$ cat src/rtl/rcs_pkg.sv
package rcs_pkg;
  typedef enum logic [2:0] {
    ST_HOLD,
    ST_SEQ,
    ST_UNIFORM,
    ST_SPLIT,
    ST_OVERFLOW
  } step_kind_e;
endpackage

$ cat src/rtl/rcs_classify.sv
module rcs_classify #(
  parameter int LANES = 4,
  parameter int PCW   = 16,
  parameter int DEPTH = 8,
  localparam int CW   = $clog2(DEPTH + 1) + 1
) (
  input  logic                    go,
  input  logic                    branch,
  input  logic [LANES-1:0]        taken_mask,
  input  logic [PCW-1:0]          taken_pc,
  input  logic [PCW-1:0]          seq_pc,
  input  logic [LANES-1:0]        act_mask,
  input  logic [PCW-1:0]          top_rpc,
  input  logic [CW-1:0]           depth,
  output rcs_pkg::step_kind_e     kind,
  output logic [PCW-1:0]          new_pc,
  output logic [LANES-1:0]        tk_sub,
  output logic [LANES-1:0]        nt_sub,
  output logic                    pop
);
  import rcs_pkg::*;

  localparam logic [CW-1:0] SPLIT_LIMIT = CW'(DEPTH - 2);
  localparam logic [CW-1:0] ONE_SLOT    = CW'(1);

  assign tk_sub = taken_mask & act_mask;
  assign nt_sub = act_mask & ~taken_mask;

  always_comb begin
    kind   = ST_HOLD;
    new_pc = seq_pc;
    if (go) begin
      if (!branch) begin
        kind = ST_SEQ;
      end else if (nt_sub == '0) begin
        kind   = ST_UNIFORM;
        new_pc = taken_pc;
      end else if (tk_sub == '0) begin
        kind = ST_UNIFORM;
      end else if (depth > SPLIT_LIMIT) begin
        kind = ST_OVERFLOW;
      end else begin
        kind = ST_SPLIT;
      end
    end
  end

  assign pop = ((kind == ST_SEQ) || (kind == ST_UNIFORM)) &&
               (depth > ONE_SLOT) && (new_pc == top_rpc);
endmodule

$ cat src/rtl/rcs_store.sv
module rcs_store #(
  parameter int LANES             = 4,
  parameter int PCW               = 16,
  parameter int DEPTH             = 8,
  parameter logic [PCW-1:0] START_PC = '0,
  localparam int CW               = $clog2(DEPTH + 1) + 1,
  localparam int IW               = $clog2(DEPTH)
) (
  input  logic                clk,
  input  logic                rst_n,
  input  rcs_pkg::step_kind_e kind,
  input  logic                pop,
  input  logic [PCW-1:0]      new_pc,
  input  logic [PCW-1:0]      taken_pc,
  input  logic [PCW-1:0]      seq_pc,
  input  logic [PCW-1:0]      reconv_pc,
  input  logic [LANES-1:0]    tk_sub,
  input  logic [LANES-1:0]    nt_sub,
  output logic [PCW-1:0]      top_pc,
  output logic [PCW-1:0]      top_rpc,
  output logic [LANES-1:0]    top_mask,
  output logic [CW-1:0]       depth
);
  import rcs_pkg::*;

  logic [CW-1:0]                 sp_q;
  logic [DEPTH-1:0][PCW-1:0]     pc_w;
  logic [DEPTH-1:0][PCW-1:0]     rpc_w;
  logic [DEPTH-1:0][LANES-1:0]   mask_w;
  logic                          upd;

  assign upd = (kind == ST_SEQ) || (kind == ST_UNIFORM);

  for (genvar e = 0; e < DEPTH; e++) begin : g_slot
    localparam logic [CW-1:0] AT = CW'(e);
    logic [PCW-1:0]   pc_r;
    logic [PCW-1:0]   rpc_r;
    logic [LANES-1:0] mask_r;
    logic             is_top, is_fall, is_tkn;

    assign is_top  = (AT + CW'(1)) == sp_q;
    assign is_fall = AT == sp_q;
    assign is_tkn  = AT == (sp_q + CW'(1));

    always_ff @(posedge clk or negedge rst_n) begin
      if (!rst_n) begin
        pc_r   <= (e == 0) ? START_PC : '0;
        rpc_r  <= '0;
        mask_r <= (e == 0) ? '1 : '0;
      end else if (kind == ST_SPLIT) begin
        if (is_top) pc_r <= reconv_pc;
        if (is_fall) begin
          pc_r   <= seq_pc;
          rpc_r  <= reconv_pc;
          mask_r <= nt_sub;
        end
        if (is_tkn) begin
          pc_r   <= taken_pc;
          rpc_r  <= reconv_pc;
          mask_r <= tk_sub;
        end
      end else if (upd && is_top && !pop) begin
        pc_r <= new_pc;
      end
    end

    assign pc_w[e]   = pc_r;
    assign rpc_w[e]  = rpc_r;
    assign mask_w[e] = mask_r;
  end

  always_ff @(posedge clk or negedge rst_n) begin
    if (!rst_n)                sp_q <= CW'(1);
    else if (kind == ST_SPLIT) sp_q <= sp_q + CW'(2);
    else if (pop)              sp_q <= sp_q - CW'(1);
  end

  logic [IW-1:0] top_idx;
  assign top_idx  = IW'(sp_q - CW'(1));
  assign top_pc   = pc_w[top_idx];
  assign top_rpc  = rpc_w[top_idx];
  assign top_mask = mask_w[top_idx];
  assign depth    = sp_q;
endmodule

$ cat src/rtl/simt_reconv_stack.sv
module simt_reconv_stack #(
  parameter int LANES                = 4,
  parameter int PCW                  = 16,
  parameter int DEPTH                = 8,
  parameter logic [PCW-1:0] START_PC = '0
) (
  input  logic             clk,
  input  logic             rst_n,
  input  logic             step_valid,
  output logic             step_ready,
  input  logic             step_branch,
  input  logic [LANES-1:0] step_taken_mask,
  input  logic [PCW-1:0]   step_taken_pc,
  input  logic [PCW-1:0]   step_seq_pc,
  input  logic [PCW-1:0]   step_reconv_pc,
  output logic [PCW-1:0]   warp_pc,
  output logic [LANES-1:0] warp_mask,
  output logic             overflow
);
  import rcs_pkg::*;
  localparam int CW = $clog2(DEPTH + 1) + 1;

  step_kind_e       kind;
  logic [PCW-1:0]   new_pc, top_rpc;
  logic [LANES-1:0] tk_sub, nt_sub;
  logic             pop, err_q, go;
  logic [CW-1:0]    stack_depth;

  assign step_ready = !err_q;
  assign go         = step_valid && step_ready;

  rcs_classify #(.LANES(LANES), .PCW(PCW), .DEPTH(DEPTH)) u_classify (
    .go(go), .branch(step_branch), .taken_mask(step_taken_mask),
    .taken_pc(step_taken_pc), .seq_pc(step_seq_pc), .act_mask(warp_mask),
    .top_rpc(top_rpc), .depth(stack_depth), .kind(kind), .new_pc(new_pc),
    .tk_sub(tk_sub), .nt_sub(nt_sub), .pop(pop)
  );

  rcs_store #(.LANES(LANES), .PCW(PCW), .DEPTH(DEPTH), .START_PC(START_PC)) u_store (
    .clk(clk), .rst_n(rst_n), .kind(kind), .pop(pop), .new_pc(new_pc),
    .taken_pc(step_taken_pc), .seq_pc(step_seq_pc), .reconv_pc(step_reconv_pc),
    .tk_sub(tk_sub), .nt_sub(nt_sub), .top_pc(warp_pc), .top_rpc(top_rpc),
    .top_mask(warp_mask), .depth(stack_depth)
  );

  always_ff @(posedge clk or negedge rst_n) begin
    if (!rst_n)                   err_q <= 1'b0;
    else if (kind == ST_OVERFLOW) err_q <= 1'b1;
  end

  assign overflow = err_q;
endmodule

$ cat config.mk
export PLATFORM = sky130hd
export DESIGN_NAME = simt_reconv_stack
export DESIGN_NICKNAME = d
export VERILOG_FILES = /design/src/rtl/rcs_pkg.sv /design/src/rtl/rcs_classify.sv /design/src/rtl/rcs_store.sv /design/src/rtl/simt_reconv_stack.sv
export SDC_FILE = /design/constraint.sdc
export NUM_CORES = 1
export LEC_CHECK = 0
export BUFFER_PORTS_ARGS = -buffer_cell sky130_fd_sc_hd__buf_2
export CAP_MARGIN = 20
export CORE_MARGIN = 10
export CORE_UTILIZATION = 68
export DETAILED_ROUTE_END_ITERATION = 10
export HOLD_SLACK_MARGIN = 0.12
export PLACE_DENSITY = 0.84
export RECOVER_POWER = 50
export SLEW_MARGIN = 15
export SYNTH_ARGS = -nofsm -noshare
export SYNTH_HDL_FRONTEND = slang
export SYNTH_HIERARCHICAL = 1
export SYNTH_SLANG_ARGS = --single-unit
$ cat constraint.sdc
create_clock -name clk -period 15.03 [get_ports clk]
set_clock_uncertainty 0.05 [all_clocks]
set_input_delay 2.2545 -clock clk [delete_from_list [all_inputs] [get_ports clk]]
set_output_delay 2.2545 -clock clk [all_outputs]
set_load 0.02 [all_outputs]
==> flow_summary.yaml <==
status:
  status: "finished with violations"
  violations: "capacitance limit, slew limit"
critical_path:
  crit_path_end_kind: "flip-flop"
  critPathTopFamily: "simple AND/OR/NAND/NOR gates"
  startpoint: "u_store/depth[0]$_DFFE_PN1P_"
  path_buf_inv: 2
  crit_end: "u_store/g_slot[4].pc_r[7]$_DFFE_PN0P_"
  path_cells: "inv_1 -> ha_1 -> mux4_2 -> mux2_1 -> nor2b_4 -> or4_1 -> o41a_1 -> and3_1 -> nor2_1 -> nand4_1 -> a21oi_1 -> buf_4 -> o32a_1"
  r2r_setup_slack_ns: 5.09
  cpPeakStageDelay_ns: 2.06
  cp.required_ns: 15.43
  crit_type: "flip-flop to flip-flop"
  cp-start-kind: "flip-flop"
  worstPathArrival_ns: 10.34
  ff2ff_path_depth: 13
  crit_cells: 13
  crit_path_max_fanout: 46
  rr_startpoint: "u_store/depth[0]$_DFFE_PN1P_"
  cp_slowest_cell: "nor2_1"
  r2r-end: "u_store/g_slot[4].pc_r[7]$_DFFE_PN0P_"
clocking:
  worstSkewPairLatency_ns: 0.53
  path_clk_slew_ns: 0.06
  numClockSinks: 294
  clock-root-buffer: "clkbuf_16"
  htreeDepth: 2
  cts_inserted_buffers: 34
  cts_buffer_depth: 3
  cts_setup_buffers: 0
  postCtsHoldBufs: 0
  cts_tree: "built"
  ctsResizeCount: 0
sta:
  period_needed_ns: 9.943
  rsz0062_at_grt: "false"
  hold_violations: 0
  max-slew-margin-rel: -2.292
  drv_slew: 356
  setup_viol: 0
  worstMarginPinSlew_ns: 4.937
  fin_hold_ws_ns: 0.4357
  min_period_over_period: 0.6615
  fin_setup_tns_ns: 0
  clock.fmax_ghz: 0.1006
global_routing:
  track_usage: 0.3249
  gr-total-overflow: 0
  grt_pass1_vias: 15550
  antenna_found_initial: 2
  grt_max_degree: 102
  grt_first_pass_wirelength_um: 90690
logic_synthesis:
  synth_area_um2: 18850
  yosysWarningCount: 6
  ys_seq_area_frac: 0.3906
  synthCells: 1627
  synth_edf_count: 0
  ys.flop_type: "dfrtp_1"
  yosysTopAreaCell: "dfrtp_1"
  synth_nets: 1692
  async_reset_ff_frac: 1.000
  ys_types: 80
  ys_seq_elements: 294
  synth_top_area_share: 0.3836
  synth_area_leaders: "dfrtp_1 (38%), mux2_2 (18%), mux4_2 (8.6%)"
  avgSynthCellArea_um2: 11.59
drt:
  wl_met1_um: 22130
  avgRoutedWirePerCell_um: 29.23
  firstDrtPassIters: 8
  wl_met3_um: 7405
  dr_total_vias: 15220
  drc: 0
  viasPerCell: 7.540
  top_layer: "met5"
  routed_wl_um: 58980
  ant_nets: 0
  detail_route.iter0.violations: 2144
  dr_wl_met2_um: 26360
die:
  initial_core_util: 0.6957
  row_count: 60
  pin_count: 78
  coreArea_um2: 27100
  die-width_um: 186.5
  fp.dieH_um: 186.5
  die-area_um2: 34790
finish:
  area_delta_synth_final_pct: 8.342
  postLayoutCellArea_um2: 20430
  multi_input_area_um2: 10760
  nFillCells: 1759
  finalNonFillerCells: 2018
  layout_commonest_cell: "mux2_2"
  final_nets: 1689
  most-common-layout-cells: "mux2_2 (295), dfrtp_1 (289), o21ai_0 (125)"
  register_area_um2: 7367
  drive_above_1_share: 0.3477
place:
  dp.cells: 1958
  place.gp.congestion: 1.035
  dp_hpwl_um: 37050
  place_area_um2: 19350
  portBuffers: 77
hold_path:
  hp-start: "u_store/g_slot[1].mask_r[0]$_DFFE_PN0P_"
  hold_class: "flip-flop to flip-flop"
power:
  power_mw: 1.816
  power.density_nw_per_um2: 88.89
  leakage_nw: 8.662
  peakVddDrop_mv: 0.08213
run:
  maxCapViolCount: 7
-- report_power, final --
| part | switching [mW] | leakage, nW | internal (mW) |
|---|---|---|---|
| Combinational | 0.0973 | 4.18 | 0.0677 |
| Sequential | 0.0142 | 3.94 | 0.816 |
| Clock | 0.334 | 0.544 | 0.486 |
-- logic make-up after synthesis --
| kind of cell | after synthesis | synth area share |
|---|---|---|
| buffers and inverters | 172 | 0.04466 |
| adder cells (fa/ha/maj) | 9 | 0.005973 |
| flip-flops | 294 | 0.3906 |
| AND/OR/NAND/NOR | 303 | 0.08641 |
| AO/OA/AOI/OAI | 335 | 0.1305 |
| XOR/XNOR | 22 | 0.01161 |
| multiplexers | 492 | 0.3302 |
-- how the worst min path moves through the flow --
stage               slack (ns)                                      end  depth (start not counted)
global placement          0.41  u_store/g_slot[2].mask_r[3]$_DFFE_PN0P_                          2
detailed placement        0.42  u_store/g_slot[6].mask_r[0]$_DFFE_PN0P_                          2
floorplan                 0.39  u_store/g_slot[1].mask_r[0]$_DFFE_PN0P_                          2
global route              0.45    u_store/g_slot[1].pc_r[3]$_DFFE_PN0P_                          1
finish                    0.44  u_store/g_slot[1].mask_r[0]$_DFFE_PN0P_                          2
CTS                       0.44  u_store/g_slot[6].mask_r[0]$_DFFE_PN0P_                          2
-- cell type report --
| cell class | count | share of cell area |
|---|---|---|
| diodes | 1 | 0.0001225 |
| clock buffers | 46 | 0.04735 |
| clock inverters | 11 | 0.006432 |
| inverters | 16 | 0.002940 |
| multi-input cells | 1161 | 0.5268 |
| flip-flops and latches | 294 | 0.3607 |
| well taps | 372 | 0.02279 |
| repair buffers | 117 | 0.03289 |
-- metrics by stage --
stage / worst slack, ns / util
2_1_floorplan: 8.241 / -
3_3_place_gp: 7.784 / 0.7134
3_5_place_dp: 7.579 / 0.7140
4_1_cts: 7.529 / 0.7545
5_1_grt: 4.303 / 0.7537
6_report: 5.087 / 0.7537
-- cell usage after synthesis (8+ instances only) --
library cell / count
buf_1: 10
nor2b_1: 24
buf_6: 13
and2_1: 12
nand3_1: 15
inv_1: 15
nor3_1: 32
o32a_1: 78
nand2_1: 97
nor2_1: 36
xnor2_1: 13
dfrtp_1: 289
nand2b_1: 15
clkbuf_1: 78
nand4_1: 40
mux2_2: 296
a211oi_1: 49
mux2_1: 17
mux4_2: 72
o31ai_1: 16
mux2i_1: 105
ha_1: 9
buf_2: 46
o21ai_0: 127
buf_4: 8
a21oi_1: 15
-- metal layers --
metal  global-route usage  vias up
met5                    0        -
met4               0.1613        2
met3              0.09441      264
met2               0.4934     1153
met1               0.4190     7580
li1                     -     6216
-- worst reg2reg max path, stage by stage, from the launching register on --
cell     delay, ns
dfstp_4       1.05
inv_1         0.22
ha_1          1.99
mux4_2        0.47
mux2_1        0.36
nor2b_4       0.18
or4_1         0.69
o41a_1        0.26
and3_1        0.46
nor2_1        2.06
nand4_1       0.43
a21oi_1       1.08
buf_4         0.37
o32a_1        0.19
-- sequential cells by signal, summed over array words and instances (netlist names) --
signal / flops
u_store/g_slot.rpc_r: 128
u_store/g_slot.mask_r: 32
overflow: 1
u_store/depth: 5
u_store/g_slot.pc_r: 128
Note: power is estimated with default switching activity, not from simulation.
